--- config.mk ---
export PLATFORM = sky130hd
export DESIGN_NAME = pwr_rst_seq
export DESIGN_NICKNAME = d
export VERILOG_FILES = /design/src/rtl/pwr_rst_pkg.sv /design/src/rtl/pwr_req_decode.sv /design/src/rtl/pwr_phase_timer.sv /design/src/rtl/pwr_rst_seq.sv
export SDC_FILE = /design/constraint.sdc
export NUM_CORES = 1
export LEC_CHECK = 0
export BUFFER_PORTS_ARGS = -buffer_cell sky130_fd_sc_hd__buf_2
export CORE_ASPECT_RATIO = 0.5
export CORE_UTILIZATION = 60
export CTS_CLUSTER_SIZE = 8
export DETAILED_ROUTE_END_ITERATION = 12
export PLACE_DENSITY = 0.8
export SETUP_SLACK_MARGIN = 0.2
export SKIP_CTS_REPAIR_TIMING = 1
export SLEW_MARGIN = 20
export SYNTH_ARGS = -nofsm -noshare
export SYNTH_HDL_FRONTEND = slang
export SYNTH_HIERARCHICAL = 1
export SYNTH_SLANG_ARGS = --single-unit
--- constraint.sdc ---
create_clock -name clk -period 5.3 [get_ports clk]
set_input_delay 1.06 -clock clk [delete_from_list [all_inputs] [get_ports clk]]
set_output_delay 1.06 -clock clk [all_outputs]
set_load 0.005 [all_outputs]
--- src/rtl/pwr_rst_pkg.sv ---
package pwr_rst_pkg;

  typedef enum logic [1:0] {
    PH_IDLE = 2'd0,
    PH_HOLD = 2'd1,
    PH_WAIT = 2'd2
  } phase_e;

  typedef struct packed {
    logic core;
    logic sec;
    logic mem;
  } rst_set_t;

  typedef struct packed {
    rst_set_t rst;
    logic     poweroff;
    logic     sleep;
    logic     lgy_clr;
  } req_t;

  localparam int BIT_OFF   = 0;
  localparam int BIT_FULL  = 1;
  localparam int BIT_NORM  = 2;
  localparam int BIT_MEM   = 3;
  localparam int BIT_SLEEP = 4;

endpackage

--- src/rtl/pwr_req_decode.sv ---
module pwr_req_decode
  import pwr_rst_pkg::*;
#(
  parameter int DW = 8
) (
  input  logic [DW-1:0] data,
  input  logic          legacy,
  output req_t          req
);

  logic unused_hi_bits;
  assign unused_hi_bits = ^data[DW-1:BIT_SLEEP+1];

  always_comb begin
    req.poweroff = data[BIT_OFF];
    req.sleep    = data[BIT_SLEEP];
    req.lgy_clr  = data[BIT_NORM];
    req.rst.core = data[BIT_FULL];
    req.rst.sec  = data[BIT_FULL] | data[BIT_NORM];
    req.rst.mem  = data[BIT_FULL] | data[BIT_MEM] | (data[BIT_NORM] & legacy);
  end

endmodule

--- src/rtl/pwr_phase_timer.sv ---
module pwr_phase_timer #(
  parameter int CW = 8
) (
  input  logic          clk,
  input  logic          rst,
  input  logic          start,
  input  logic [CW-1:0] len,
  output logic          expire
);

  logic [CW-1:0] cnt;
  logic          running;

  assign expire = running && (cnt == '0);

  always_ff @(posedge clk) begin
    if (rst) begin
      cnt     <= '0;
      running <= 1'b0;
    end else if (start) begin
      cnt     <= len - 1'b1;
      running <= 1'b1;
    end else if (running) begin
      if (cnt == '0) running <= 1'b0;
      else           cnt     <= cnt - 1'b1;
    end
  end

endmodule

--- src/rtl/pwr_rst_seq.sv ---
module pwr_rst_seq
  import pwr_rst_pkg::*;
#(
  parameter int DW        = 8,
  parameter int CLK_KHZ   = 50000,
  parameter int HOLD_MS   = 5,
  parameter int REINIT_MS = 100
) (
  input  logic          clk,
  input  logic          rst,
  input  logic          wr_en,
  input  logic [DW-1:0] wr_data,
  input  logic          legacy_mode,
  output logic          core_rst_n,
  output logic          sec_rst_n,
  output logic          mem_rst_n,
  output logic          poweroff_pulse,
  output logic          sleep_pulse,
  output logic          legacy_clr_pulse,
  output logic          reinit_pulse,
  output logic          busy
);

  localparam int HOLD_CYC   = CLK_KHZ * HOLD_MS;
  localparam int REINIT_CYC = CLK_KHZ * REINIT_MS;
  localparam int MAX_CYC    = (HOLD_CYC > REINIT_CYC) ? HOLD_CYC : REINIT_CYC;
  localparam int CW         = $clog2(MAX_CYC + 1);

  phase_e        phase;
  req_t          req;
  logic          accept;
  logic          any_rst;
  logic          tmr_start;
  logic          tmr_expire;
  logic [CW-1:0] tmr_len;

  pwr_req_decode #(.DW(DW)) i_decode (
    .data   (wr_data),
    .legacy (legacy_mode),
    .req    (req)
  );

  assign accept    = wr_en && (phase == PH_IDLE);
  assign any_rst   = |req.rst;
  assign tmr_start = (accept && any_rst) || ((phase == PH_HOLD) && tmr_expire);
  assign tmr_len   = (phase == PH_IDLE) ? CW'(HOLD_CYC) : CW'(REINIT_CYC);

  pwr_phase_timer #(.CW(CW)) i_timer (
    .clk    (clk),
    .rst    (rst),
    .start  (tmr_start),
    .len    (tmr_len),
    .expire (tmr_expire)
  );

  always_ff @(posedge clk) begin
    if (rst) begin
      phase            <= PH_IDLE;
      core_rst_n       <= 1'b1;
      sec_rst_n        <= 1'b1;
      mem_rst_n        <= 1'b1;
      poweroff_pulse   <= 1'b0;
      sleep_pulse      <= 1'b0;
      legacy_clr_pulse <= 1'b0;
      reinit_pulse     <= 1'b0;
      busy             <= 1'b0;
    end else begin
      poweroff_pulse   <= accept && req.poweroff;
      sleep_pulse      <= accept && req.sleep;
      legacy_clr_pulse <= accept && req.lgy_clr;
      reinit_pulse     <= 1'b0;
      unique case (phase)
        PH_IDLE: begin
          if (accept && any_rst) begin
            phase      <= PH_HOLD;
            busy       <= 1'b1;
            core_rst_n <= ~req.rst.core;
            sec_rst_n  <= ~req.rst.sec;
            mem_rst_n  <= ~req.rst.mem;
          end
        end
        PH_HOLD: begin
          if (tmr_expire) begin
            phase      <= PH_WAIT;
            core_rst_n <= 1'b1;
            sec_rst_n  <= 1'b1;
            mem_rst_n  <= 1'b1;
          end
        end
        PH_WAIT: begin
          if (tmr_expire) begin
            phase        <= PH_IDLE;
            busy         <= 1'b0;
            reinit_pulse <= 1'b1;
          end
        end
        default: phase <= PH_IDLE;
      endcase
    end
  end

endmodule

# Yosys cells after proc, flatten, opt, wreduce, memory -nomap -nowiden
# Cells that the tools add are included.
[word_totals]
latchBits = 0
n_memories = 0
mem_bits_rw = 0
ff_bits = 34
romBits = 0
out_inout_bits = 8
word_cells = 68
[op_classes]
mux = 22
addsub = 2
reduce_logical = 19
shift = 0
div = 0
multipliers = 0
eq_ne = 6
magnitude_cmp = 0
bitwise_logic = 8
[ops]
columns = ["operator", "count"]
rows = [
  ["23-bit 2-to-1 mux", 4],
  ["23-bit by 1-bit subtractor with 23-bit output, second input constant", 2],
  ["23-bit zero test", 1],
  ["1-bit 2-to-1 mux", 10],
  ["3-bit AND reduction", 3],
  ["1-bit case mux with 2 select lines", 4],
  ["1-bit logical AND", 7],
  ["2-bit 2-to-1 mux", 3],
  ["2-bit case mux with 3 select lines", 1],
  ["2-bit nonzero test", 3],
  ["2-bit by 1-bit inequality test with 1-bit output, second input constant", 2],
  ["2-bit inequality test, second input constant", 2],
  ["1-bit inverter", 4],
  ["1-bit bitwise OR", 3],
  ["3-bit OR reduction", 1],
  ["2-bit by 1-bit equality test with 1-bit output, second input constant", 1],
  ["2-bit equality test, second input constant", 1],
  ["2-bit zero test", 1],
  ["2-bit AND reduction", 1],
  ["2-bit OR reduction", 1],
  ["1-bit AND", 1],
  ["1-bit logical OR", 1],
]

# Longest topological paths before layout
# Gate-level depths: netlist of the first run.
[depth]
ltp_word = 7
mapped_depth = 18

# By module
# The synthesis of the first run kept the hierarchy.
[modules_own_cells]
columns = ["mod", "area_per_inst_um2", "n_inst", "seq_area_each_um2", "cells_per_inst"]
rows = [
  ["pwr_phase_timer", 2026.9, 1, 480.5, 255],
  ["pwr_rst_seq", 384.1, 1, 200.2, 40],
  ["pwr_req_decode", 45.0, 1, 0.0, 6],
]

# Worst setup path after synthesis of the first run
# OpenSTA, ideal clock, no wires.
[synth_path]
kind = "input-to-reg"
start = "in legacy_mode"
end = "reg i_timer.cnt[18]"
setup_slack_ps = 617
path_stages = 15
required_ps = 5209
t_arrival_ps = 4592
path_cell_list = "a211o_1 or3_4 nand3_1 nand2_1 buf_2 buf_2 clkbuf_1 clkbuf_1 buf_1 mux2i_1 ha_1 o21ai_0 or4_4 or4_1 a311oi_1"
[synth_via]
elab_chain_len = 7
word_cells_on_any_way = 9
cone_classes = "1 x eq/ne; 1 x mux; 2 x bitwise; 5 x reduce/logical"
[synth_lines]
columns = ["element", "line", "rtl"]
rows = [
  ["from (decl)", "pwr_rst_seq.sv:13", "input logic legacy_mode,"],
  ["1-bit AND *", "pwr_req_decode.sv:20", "req.rst.mem = data[BIT_FULL] | data[BIT_MEM] | (data[BIT_NORM] & legacy);"],
  ["1-bit bitwise OR *", "pwr_req_decode.sv:20", ""],
  ["3-bit OR reduction *", "pwr_rst_seq.sv:44", "assign any_rst = |req.rst;"],
  ["1-bit logical AND *", "pwr_rst_seq.sv:45", "assign tmr_start = (accept && any_rst) || ((phase == PH_HOLD) && tmr_expire);"],
  ["1-bit logical OR *", "pwr_rst_seq.sv:45", ""],
  ["named net tmr_start", "pwr_rst_seq.sv:33", "logic tmr_start;"],
  ["2-bit by 1-bit inequality test with 1-bit output (no source line) or 2-bit nonzero test (tied branches)", "n/a", ""],
  ["2-bit AND reduction (no source line)", "n/a", ""],
  ["to (signal assigned)", "pwr_phase_timer.sv:21", "cnt <= len - 1'b1;"],
  ["to (signal assigned)", "pwr_phase_timer.sv:25", "else cnt <= cnt - 1'b1;"],
  ["to (decl)", "pwr_phase_timer.sv:11", "logic [CW-1:0] cnt;"],
]
# Mark *: on every way through the listed nets, which the timed path passes. The rest lies on a longest branch.
# A chain may end at the register's enable or synchronous reset.

# Worst setup path after layout of the first run
[layout_path]
start = "reg i_timer.cnt[8]"
end = "reg i_timer.cnt[22]"
[layout_via]
elab_chain_len = 6
word_cells_on_any_way = 11
cone_classes = "1 x add/sub; 1 x eq/ne; 3 x mux; 6 x reduce/logical"
[layout_lines]
columns = ["element", "line", "rtl"]
rows = [
  ["23-bit zero test *", "pwr_phase_timer.sv:14", "assign expire = running && (cnt == '0);"],
  ["1-bit logical AND *", "pwr_phase_timer.sv:14", ""],
  ["named net tmr_expire", "pwr_rst_seq.sv:34", "logic tmr_expire;"],
  ["1-bit logical AND *", "pwr_rst_seq.sv:45", ""],
  ["1-bit logical OR *", "pwr_rst_seq.sv:45", ""],
  ["named net tmr_start", "pwr_rst_seq.sv:33", ""],
  ["2-bit by 1-bit inequality test with 1-bit output (no source line) or 2-bit nonzero test (tied branches)", "n/a", ""],
  ["2-bit AND reduction (no source line)", "n/a", ""],
]
# Mark *: on every way through the listed nets, which the timed path passes. The rest lies on a longest branch. The select of a mux whose other input is x is not followed.

==> metrics.log, run 1 <==
INFO  metric first_global_vias = 2,118
INFO  metric cell_area_after_synthesis = 0.00246 sq mm
INFO  metric dieWidth = 92.5 um
INFO  metric maximum_number_of_pins_on_one_net_before_global_route_repair = 40
INFO  metric total_via_count_in_the_routed_design = between 2,000 and 3,000
INFO  metric synthDominantAreaCellType = sky130_fd_sc_hd__dfxtp_1
INFO  metric critPathKind = flip-flop to flip-flop
INFO  metric worst_hold_slack = 0.478 ns
INFO  metric root_buffer = sky130_fd_sc_hd__clkbuf_8
INFO  metric cts_tree = built
INFO  metric avgViaCountPerCell = 6.38
INFO  metric synth-edff-count = 0
INFO  metric finalHoldViolCount = 0
INFO  metric netSwitchingPower = 0.285 mW
INFO  metric critical_path.startpoint_type = flip-flop
INFO  metric overflow = 0
INFO  metric synth_seq_area_share = 27.7%
INFO  metric slew_headroom = 43.0%
INFO  metric final_area = 0.00281 sq mm
INFO  metric cts_buffers = 5
INFO  metric critical_path_peak_fanout = 39
INFO  metric routed_wire_length_per_instance = 16.5 um
INFO  metric sw_frac_of_total = between 30% and 40%
INFO  metric antennaDiodeCount = 0
INFO  metric dp_worst_setup_slack = 0.659 ns
INFO  metric post_synth.cell_area_avg = between 8 and 9 sq um
INFO  metric cts.sinks = 34
INFO  metric period_needed = 4.70 ns
INFO  metric detailedPlacementHpwl = 4610 um
INFO  metric fillCellCount = between 300 and 400
INFO  metric dieArea = 0.00437 sq mm
INFO  metric effective_utilization_at_floorplan = 62.9%
INFO  metric synth_top_area_share = 27.7%
INFO  metric leakage = approximately 1.1 nW
INFO  metric cell_internal_pwr = around 0.51 mW
INFO  metric final_setup_violations = 0
INFO  metric postRouteWirelength = 6620 um
INFO  metric cts.htree.levels = 2
INFO  metric ys_seq_elements = 34
INFO  metric setup_total_negative_slack = 0 ns
INFO  metric synth-warning-count = 6
INFO  metric worst-slew-pin-transition = 0.853 ns
INFO  metric detail_route.drc_violations = 0
INFO  metric grt_pass1_wl = 10,100 um
INFO  metric postRouteAntennaNets = 0
INFO  metric grt_antenna_before_repair = 0
INFO  metric final_net_count = roughly 360
INFO  metric min_period_over_period = 88.7%
INFO  metric dominant_synthesized_flop_cell = sky130_fd_sc_hd__dfxtp_1
INFO  metric grt_usage = approximately 31%
INFO  metric drv_cap = 0
INFO  metric ys_types = between 60 and 70
INFO  metric floorplan.io_pins = 20
INFO  metric worst_hold_path_type = flip-flop to flip-flop
INFO  metric reg2reg_setup_slack = roughly 0.6 ns
INFO  metric gp_congestion = 0.919
INFO  metric top_cells_by_count_synth = 34 x sky130_fd_sc_hd__dfxtp_1, 16 x sky130_fd_sc_hd__nor2_1, 15 x sky130_fd_sc_hd__nor3_1
INFO  metric power.ir.vdd_worst = approximately 0.18 mV
INFO  metric cp_data_arrival_time = 4.86 ns
INFO  metric latest_clock_arrival_within_the_worst_skew_pair = 0.29 ns
INFO  metric share_of_layout_cells_above_drive_strength_1 = 12.1%
INFO  metric core = around 0.0039 sq mm
INFO  metric postLayoutSetupSlackWorst = about 0.60 ns
INFO  metric power_density = ~280 mW/mm^2
INFO  metric sequentialPowerShare = 39.3%
INFO  metric final.setup_skew = 0.00490 ns
INFO  metric run_status = finished, final reports clean
INFO  metric cts.reportedPaths.clkPinSlew = ~0.070 ns
INFO  metric yosysMostFrequentCell = sky130_fd_sc_hd__dfxtp_1
INFO  metric fp.dieH = 47.2 um
INFO  metric timing.final.max_slew_violations = 0
INFO  metric setup.worst_path.end_class = flip-flop
INFO  metric std_cell_rows = 16
INFO  metric design_power_total = 0.798 mW
INFO  metric drt_pre_antenna_iters = 5
INFO  metric power.clock.fraction = 28.8%
INFO  metric achievable-frequency = 213 MHz
INFO  metric drt_iter0_markers = 192
INFO  metric yosys-top-cells-area = sky130_fd_sc_hd__dfxtp_1 28%, sky130_fd_sc_hd__mux2i_1 4.5%, sky130_fd_sc_hd__xor2_1 4.3%
INFO  metric io_buffer_count = 16
INFO  metric comb_power_share = 31.9%
INFO  metric cts_max_path_buffers = 2
INFO  metric post_dp_cell_area = roughly 0.0027 sq mm
INFO  metric cells_after_synth = 301
INFO  metric asyncSetResetFlopFracSynth = 0%
INFO  metric worst-endpoint-required = 5.46 ns
INFO  metric layout-area-overhead-vs-synth = 14.3%
INFO  metric grt_setup_unrepaired = false
==> cell usage in the layout (no fill, tap or decap), drive strengths merged, types with 4 or more instances in the layout <==
| cell | n |
|---|---|
| a211oi | 7 |
| a21oi | 10 |
| a31oi | 4 |
| buf | 23 |
| clkbuf | 8 |
| conb | 37 |
| dfxtp | 34 |
| inv | 7 |
| mux2i | 11 |
| nand2 | 11 |
| nand2b | 4 |
| nand3 | 9 |
| nand4 | 5 |
| nor2 | 17 |
| nor3 | 15 |
| nor3b | 9 |
| nor4 | 12 |
| nor4b | 6 |
| o2111ai | 4 |
| o211ai | 8 |
| o21ai | 19 |
| or3 | 7 |
| or4 | 5 |
| xor2 | 12 |
==> per-layer routing <==
metal | vias up | share of wire, % | GRT usage, % | routed length, um
met5 | - | 0 | 0 | 0
met4 | 0 | 1.2 | 9.06 | 82
met3 | 10 | 7.4 | 8.74 | 490
met2 | 105 | 47 | 54.1 | 3110
met1 | 1214 | 44 | 38.3 | 2930
li1 | 1231 | - | - | -
==> worst max-delay path, stage by stage, from the launching register on <==
cell,delay [ns]
sky130_fd_sc_hd__dfxtp_1,0.37
sky130_fd_sc_hd__nor4_1,0.41
sky130_fd_sc_hd__nand4_1,0.14
sky130_fd_sc_hd__buf_4,0.20
sky130_fd_sc_hd__nor3_1,0.46
sky130_fd_sc_hd__nand3b_1,0.22
sky130_fd_sc_hd__nand2_2,0.44
sky130_fd_sc_hd__buf_4,0.45
sky130_fd_sc_hd__nor3b_1,0.39
sky130_fd_sc_hd__o221ai_1,0.33
sky130_fd_sc_hd__nor4_1,0.65
sky130_fd_sc_hd__mux2_1,0.37
sky130_fd_sc_hd__nor4bb_1,0.12
==> power groups by stage <==
stage | registers [mW] | clock network (mW) | logic, mW
3_3_place_gp | 0.316 | 0 | 0.236
6_report | 0.314 | 0.230 | 0.255
3_5_place_dp | 0.318 | 0 | 0.249
5_1_grt | 0.317 | 0.246 | 0.278
4_1_cts | 0.313 | 0.230 | 0.249
2_1_floorplan | 0.308 | 0 | 0.191
==> area by class of cell <==
class,count,area (sq um),area share [%]
Multi-Input combinational cell,275,1790,63.8
Timing Repair Buffer,23,133,4.73
Tap cell,54,67.6,2.41
Clock buffer,8,110,3.92
Inverter,7,26.3,0.936
Sequential cell,34,681,24.3
==> final timing paths <==
path                                    start                            to  cells after the start
setup reg to reg  i_timer/cnt[8]$_SDFFE_PP0P_  i_timer/cnt[22]$_SDFFE_PP0P_                     12
setup / recovery  i_timer/cnt[8]$_SDFFE_PP0P_  i_timer/cnt[22]$_SDFFE_PP0P_                     12
hold / removal              busy$_SDFFE_PP0P_             busy$_SDFFE_PP0P_                      2
hold reg to reg             busy$_SDFFE_PP0P_             busy$_SDFFE_PP0P_                      2
==> cell families (layout without fill, tap and decap cells) <==
| group | Yosys count | after routing | synth area share, % |
|---|---|---|---|
| flip-flops | 34 | 34 | 27.7 |
| other | 2 | 37 | 0.306 |
| adder cells (fa/ha/maj) | 1 | 1 | 0.509 |
| AO/OA/AOI/OAI | 87 | 87 | 25.0 |
| AND/OR/NAND/NOR | 121 | 121 | 30.4 |
| multiplexers | 14 | 14 | 5.86 |
| XOR/XNOR | 15 | 15 | 5.35 |
| buffers and inverters | 27 | 38 | 4.89 |
==> state kept, by name, summed over array words and instances (netlist names) <==
| register | cells |
|---|---|
| legacy_clr_pulse | 1 |
| poweroff_pulse | 1 |
| i_timer/running | 1 |
| i_timer/cnt | 23 |
| core_rst_n | 1 |
| phase | 2 |
| sleep_pulse | 1 |
| mem_rst_n | 1 |
| sec_rst_n | 1 |
| reinit_pulse | 1 |
| busy | 1 |
==> through the flow <==
stage                     util [%]  std cells
final                         71.9        401
after global routing          71.9        401
after CTS                     71.9        401
after detailed placement      69.1        393
after global placement        69.1        393
after floorplan                  -        336
Note: power is estimated with default switching activity, not from simulation.
==> run 2, diff against run 1 <==
- CELL_PAD_IN_SITES_DETAIL_PLACEMENT: unset -> 0
- CELL_PAD_IN_SITES_GLOBAL_PLACEMENT: unset -> 1
- CORE_UTILIZATION: 60 -> 45
- PLACE_DENSITY: 0.8 -> unset
- PLACE_DENSITY_LB_ADDON: unset -> 0.1
==> metrics.log, run 2 (same netlist as run 1, synthesis figures left out) <==
INFO  metric antennaDiodeCount = 0 (unchanged)
INFO  metric postLayoutSetupSlackWorst = 0.634 ns (+0.0371 ns)
INFO  metric period_needed = 4.67 ns (-0.0371 ns)
INFO  metric cts.sinks = 34 (unchanged)
INFO  metric slew_headroom = 48.7% (+5.6 points)
INFO  metric avgViaCountPerCell = 5.97 (-6.5%)
INFO  metric worst_hold_slack = 0.463 ns (-0.0155 ns)
INFO  metric detail_route.drc_violations = 0 (unchanged)
INFO  metric timing.final.max_slew_violations = 0 (unchanged)
INFO  metric dieWidth = 106 um (+15%)
INFO  metric grt_usage = 24.9% (-5.8 points)
INFO  metric layout.cells.most_common = sky130_fd_sc_hd__conb_1
INFO  metric critical_path_peak_fanout = 16 (-59%)
INFO  metric largest_reg_flops = 23 (unchanged)
INFO  metric finalHoldViolCount = 0 (unchanged)
INFO  metric power.ir.vdd_worst = 0.151 mV (-16%)
INFO  metric setup_total_negative_slack = 0 ns (unchanged)
INFO  metric critical_path.startpoint_type = flip-flop
INFO  metric drt_iter0_markers = 126 (-34%)
INFO  metric gp_congestion = 0.793 (-14%)
INFO  metric setup.worst_path.end_class = flip-flop
INFO  metric final_setup_violations = 0 (unchanged)
INFO  metric run_status = finished, final reports clean
INFO  metric grt_pass1_wl = 11,000 um (+8.4%)
INFO  metric share_of_layout_cells_above_drive_strength_1 = 12.9% (+0.79 points)
INFO  metric achievable-frequency = 214 MHz (+0.79%)
INFO  metric drt_pre_antenna_iters = 4 (-1)
INFO  metric design_power_total = 0.810 mW (+1.4%)
INFO  metric core = 0.00509 sq mm (+30%)
INFO  metric final_net_count = 361 (+0.56%)
INFO  metric routed_wire_length_per_instance = 16.1 um (-2.4%)
INFO  metric first_global_vias = 2,270 (+7.2%)
INFO  metric postRouteAntennaNets = 0 (unchanged)
INFO  metric final_util = 55.9% (-16 points)
INFO  metric root_buffer = sky130_fd_sc_hd__clkbuf_8
INFO  metric min_period_over_period = 88.0% (-0.70 points)
INFO  metric top_register = i_timer/cnt
INFO  metric drv_cap = 0 (unchanged)
INFO  metric worst-endpoint-required = 5.51 ns (+0.05 ns)
INFO  metric postRouteWirelength = 6750 um (+2.0%)
INFO  metric total_via_count_in_the_routed_design = 2,501 (-2.3%)
INFO  metric power_density = 285 mW/mm^2 (about the same)
INFO  metric critPathKind = flip-flop to flip-flop
INFO  metric dieArea = 0.00578 sq mm (+32%)
INFO  metric top_regs = i_timer/cnt (23), phase (2)
INFO  metric worst_hold_path_type = flip-flop to flip-flop
INFO  metric cts.reportedPaths.clkPinSlew = 0.07 ns (about the same)
INFO  metric cts_tree = built
INFO  metric final_cell_mix = 37 x sky130_fd_sc_hd__conb_1, 34 x sky130_fd_sc_hd__dfxtp_1, 16 x sky130_fd_sc_hd__nor2_1, 16 x sky130_fd_sc_hd__buf_2, 15 x sky130_fd_sc_hd__nor3_1
INFO  metric maximum_number_of_pins_on_one_net_before_global_route_repair = 27 (-33%)
INFO  metric final.setup_skew = 0.00378 ns (-0.00112 ns)
INFO  metric grt_setup_unrepaired = false
INFO  metric overflow = 0 (unchanged)
INFO  metric floorplan.io_pins = 20 (unchanged)
INFO  metric fp.dieH = 54.2 um (+15%)
INFO  metric cts_buffers = 5 (unchanged)
INFO  metric std_cell_rows = 18 (+2)
INFO  metric grt_antenna_before_repair = 0 (unchanged)
INFO  metric cts_max_path_buffers = 2 (unchanged)
INFO  metric effective_utilization_at_floorplan = 48.3% (-15 points)
INFO  metric cp_data_arrival_time = 4.87 ns (about the same)
INFO  metric dp_worst_setup_slack = 0.761 ns (+0.103 ns)
INFO  metric detailedPlacementHpwl = 4720 um (+2.3%)
INFO  metric cts.htree.levels = 2 (unchanged)
INFO  metric layout-area-overhead-vs-synth = 15.8%
INFO  metric worst-slew-pin-transition = 0.770 ns (-0.0838 ns)
INFO  metric leakage = 1.10 nW (+1.1%)
INFO  metric latest_clock_arrival_within_the_worst_skew_pair = 0.29 ns (about the same)
INFO  metric io_buffer_count = 16 (unchanged)
[run 2: cell count changes in the layout (fill, tap and decap cells not counted)]
cell	delta
sky130_fd_sc_hd__o21ai_1	-1
sky130_fd_sc_hd__buf_4	+2
sky130_fd_sc_hd__clkbuf_8	-3
sky130_fd_sc_hd__clkinv_2	+2
sky130_fd_sc_hd__bufinv_16	+1
sky130_fd_sc_hd__o21ai_2	+1
[run 2: worst paths after layout]
path,startpoint,to,slack [ns],cells past startpoint
max,i_timer/cnt[11]$_SDFFE_PP0P_,i_timer/cnt[18]$_SDFFE_PP0P_,0.63,11
min,busy$_SDFFE_PP0P_,busy$_SDFFE_PP0P_,0.46,2
max reg2reg,i_timer/cnt[11]$_SDFFE_PP0P_,i_timer/cnt[18]$_SDFFE_PP0P_,0.63,11
min reg2reg,busy$_SDFFE_PP0P_,busy$_SDFFE_PP0P_,0.46,2
[run 2: area by class of cell]
class | instances | area [sq um]
fillers | 501 | 2250
multi-input cells | 275 | 1790
flip-flops and latches | 34 | 681
repair buffers | 25 | 148
well taps | 70 | 87.6
clock buffers | 5 | 68.8
clock inverters | 3 | 40.0
inverters | 7 | 26.3
[run 2: power breakdown]
part	total, mW	internal, mW	switching [mW]
combinational	0.257	0.102	0.155
sequential	0.313	0.281	0.0317
clock	0.240	0.138	0.101
total	0.810	0.522	0.288
[run 2: worst max-delay path: stages, from the launching register on]
cell,delay (ns)
sky130_fd_sc_hd__dfxtp_1,0.37
sky130_fd_sc_hd__nor4_1,0.48
sky130_fd_sc_hd__nand4_1,0.17
sky130_fd_sc_hd__buf_4,0.19
sky130_fd_sc_hd__nor3_1,0.55
sky130_fd_sc_hd__nand3b_1,0.24
sky130_fd_sc_hd__nand2_2,0.35
sky130_fd_sc_hd__or4b_1,0.54
sky130_fd_sc_hd__a22o_1,0.39
sky130_fd_sc_hd__or4_4,0.64
sky130_fd_sc_hd__or4_1,0.41
sky130_fd_sc_hd__a311oi_1,0.25
[run 2: per-stage QoR]
stage | instance area (sq um) | instances
floorplan | 2590 | 336
global placement | 2730 | 411
detailed placement | 2730 | 411
CTS | 2840 | 419
global route | 2840 | 419
finish | 2840 | 419
[run 2: metal layers]
| layer | global-route usage (%) | part of all wire (%) | up-vias |
|---|---|---|---|
| met4 | 6.16 | 0.87 | 0 |
| li1 | - | - | 1230 |
| met3 | 4.52 | 6.0 | 6 |
| met5 | 0 | 0 | - |
| met2 | 42.3 | 44 | 81 |
| met1 | 33.6 | 49 | 1184 |
==> run 3, diff against run 2 <==
- CELL_PAD_IN_SITES_GLOBAL_PLACEMENT: 1 -> 2
- CORE_UTILIZATION: 45 -> 36
- HOLD_SLACK_MARGIN: unset -> 0.03
==> metrics.log, run 3 (same netlist as run 1, synthesis figures left out) <==
INFO  metric worst-slew-pin-transition = 0.674 ns (-0.0956 ns)
INFO  metric most_frequent_cell_on_critical_path = sky130_fd_sc_hd__or4_4
INFO  metric timing.critical_path.buf_inv = 2 (+1)
INFO  metric layout.cells.most_common = sky130_fd_sc_hd__conb_1
INFO  metric final_net_count = 364 (+0.83%)
INFO  metric total_via_count_in_the_routed_design = 2,503 (+0.080%)
INFO  metric cp_slowest_stage_delay = 0.64 ns (about the same)
INFO  metric postRouteAntennaNets = 0 (unchanged)
INFO  metric io_buffer_count = 16 (unchanged)
INFO  metric worst_hold_path_type = flip-flop to flip-flop
INFO  metric latest_clock_arrival_within_the_worst_skew_pair = 0.28 ns (about the same)
INFO  metric dp_worst_setup_slack = 0.530 ns (-0.231 ns)
INFO  metric power_density = 300 mW/mm^2 (+5.3%)
INFO  metric first_global_vias = 2,376 (+4.7%)
INFO  metric timing.final.max_slew_violations = 0 (unchanged)
INFO  metric power.ir.vdd_worst = 0.104 mV (-32%)
INFO  metric grt_usage = 21.6% (-3.3 points)
INFO  metric effective_utilization_at_floorplan = 38.8% (-9.5 points)
INFO  metric leakage = 1.13 nW (+2.9%)
INFO  metric dieWidth = 119 um (+12%)
INFO  metric achievable-frequency = 221 MHz (+3.3%)
INFO  metric std_cell_rows = 20 (+2)
INFO  metric cp_data_arrival_time = 4.70 ns (-0.17 ns)
INFO  metric detailedPlacementHpwl = 5130 um (+8.8%)
INFO  metric cts.htree.levels = 2 (unchanged)
INFO  metric cts_tree = built
INFO  metric postLayoutSetupSlackWorst = 0.785 ns (+0.151 ns)
INFO  metric critical_path.slowest_cell = sky130_fd_sc_hd__or4_4
INFO  metric gp_congestion = 0.764 (-3.6%)
INFO  metric finalHoldViolCount = 0 (unchanged)
INFO  metric avgViaCountPerCell = 5.69 (-4.7%)
INFO  metric cts_max_path_buffers = 2 (unchanged)
INFO  metric min_period_over_period = 85.2% (-2.8 points)
INFO  metric critical-path-top-delay-family = simple AND/OR/NAND/NOR gates
INFO  metric postRouteWirelength = 7290 um (+8.1%)
INFO  metric fp.dieH = 60.4 um (+11%)
INFO  metric final_util = 46.2% (-9.6 points)
INFO  metric critical_path.cell_chain = buf_2 > a211o_1 > or3_4 > nand3_1 > nand2_2 > buf_4 > or4_4 > a22o_1 > or4_4 > or4_1 > a311oi_1
INFO  metric critPathKind = input port to flip-flop
INFO  metric grt_setup_unrepaired = false
INFO  metric floorplan.io_pins = 20 (unchanged)
INFO  metric period_needed = 4.51 ns (-0.151 ns)
INFO  metric critical_path.startpoint_type = input port
INFO  metric core = 0.00633 sq mm (+24%)
INFO  metric top_regs = i_timer/cnt (23), phase (2)
INFO  metric drv_cap = 0 (unchanged)
INFO  metric run_status = finished, final reports clean
INFO  metric layout-area-overhead-vs-synth = 19.2%
INFO  metric final_setup_violations = 0 (unchanged)
INFO  metric overflow = 0 (unchanged)
INFO  metric final_cell_mix = 37 x sky130_fd_sc_hd__conb_1, 34 x sky130_fd_sc_hd__dfxtp_1, 16 x sky130_fd_sc_hd__nor2_1, 16 x sky130_fd_sc_hd__buf_2, 15 x sky130_fd_sc_hd__nor3_1
INFO  metric slew_headroom = 55.1% (+6.4 points)
INFO  metric grt_pass1_wl = 12,100 um (+10%)
INFO  metric setup_total_negative_slack = 0 ns (unchanged)
INFO  metric detail_route.drc_violations = 0 (unchanged)
INFO  metric largest_reg_flops = 23 (unchanged)
INFO  metric cts.reportedPaths.clkPinSlew = 0.05 ns (-0.02 ns)
INFO  metric grt_antenna_before_repair = 0 (unchanged)
INFO  metric top_register = i_timer/cnt
INFO  metric cts.sinks = 34 (unchanged)
INFO  metric drt_pre_antenna_iters = 5 (+1)
INFO  metric dieArea = 0.00718 sq mm (+24%)
INFO  metric worst-endpoint-required = 5.48 ns (-0.03 ns)
INFO  metric antennaDiodeCount = 0 (unchanged)
INFO  metric share_of_layout_cells_above_drive_strength_1 = 13.4% (+0.46 points)
INFO  metric routed_wire_length_per_instance = 16.6 um (+2.9%)
INFO  metric critical_path_peak_fanout = 20 (+4)
INFO  metric setup.worst_path.end_class = flip-flop
INFO  metric maximum_number_of_pins_on_one_net_before_global_route_repair = 27 (unchanged)
INFO  metric final.setup_skew = 0.00645 ns (+0.00267 ns)
INFO  metric worst_hold_slack = 0.473 ns (+0.0101 ns)
INFO  metric cts_buffers = 5 (unchanged)
INFO  metric root_buffer = sky130_fd_sc_hd__clkbuf_16
INFO  metric drt_iter0_markers = 177 (+40%)
==> run 3: final cells by class <==
class | instances | area (sq um)
Fill cell | 635 | 3400
Inverter | 7 | 26.3
Clock inverter | 1 | 5.00
Timing Repair Buffer | 28 | 170
Sequential cell | 34 | 681
Multi-Input combinational cell | 275 | 1790
Clock buffer | 7 | 143
Tap cell | 88 | 110
==> run 3: worst register-to-register path, stage by stage, from the launching register on <==
cell	delay, ns
sky130_fd_sc_hd__dfxtp_1	0.36
sky130_fd_sc_hd__nor4_1	0.44
sky130_fd_sc_hd__nand4_1	0.20
sky130_fd_sc_hd__nor3_1	0.53
sky130_fd_sc_hd__nand3b_1	0.23
sky130_fd_sc_hd__nand2_2	0.32
sky130_fd_sc_hd__or4b_1	0.54
sky130_fd_sc_hd__a22o_1	0.40
sky130_fd_sc_hd__or4_4	0.64
sky130_fd_sc_hd__or4_1	0.42
sky130_fd_sc_hd__a311oi_1	0.26
==> run 3: through the flow <==
step	cells	cell area [sq um]	total power, mW
6_report	440	2930	0.878
5_1_grt	440	2930	0.928
4_1_cts	440	2920	0.877
3_5_place_dp	432	2780	0.578
3_3_place_gp	432	2780	0.572
2_1_floorplan	336	2590	0.499
==> run 3: where the power goes <==
| part | internal, mW | switching [mW] | leakage, nW |
|---|---|---|---|
| sequential | 0.282 | 0.0335 | 0.281 |
| clock | 0.186 | 0.112 | 0.0739 |
| combinational | 0.104 | 0.160 | 0.772 |
| total | 0.572 | 0.305 | 1.13 |
==> run 3: per-layer routing <==
metal	vias up	share of wire (%)	wire length [um]	GRT usage [%]
li1	1245	-	-	-
met1	1175	49	3560	29.3
met2	76	44	3190	36.2
met3	7	7.0	509	4.51
met4	0	0.51	37	4.88
met5	-	0	0	0
==> run 3: worst paths after layout <==
check | from | to | slack (ns) | cells past startpoint
worst max-delay path | legacy_mode | i_timer/cnt[18]$_SDFFE_PP0P_ | 0.79 | 11
worst min-delay path | busy$_SDFFE_PP0P_ | busy$_SDFFE_PP0P_ | 0.47 | 2
worst max register to register | i_timer/cnt[8]$_SDFFE_PP0P_ | i_timer/cnt[18]$_SDFFE_PP0P_ | 0.88 | 10
worst min register to register | busy$_SDFFE_PP0P_ | busy$_SDFFE_PP0P_ | 0.47 | 2
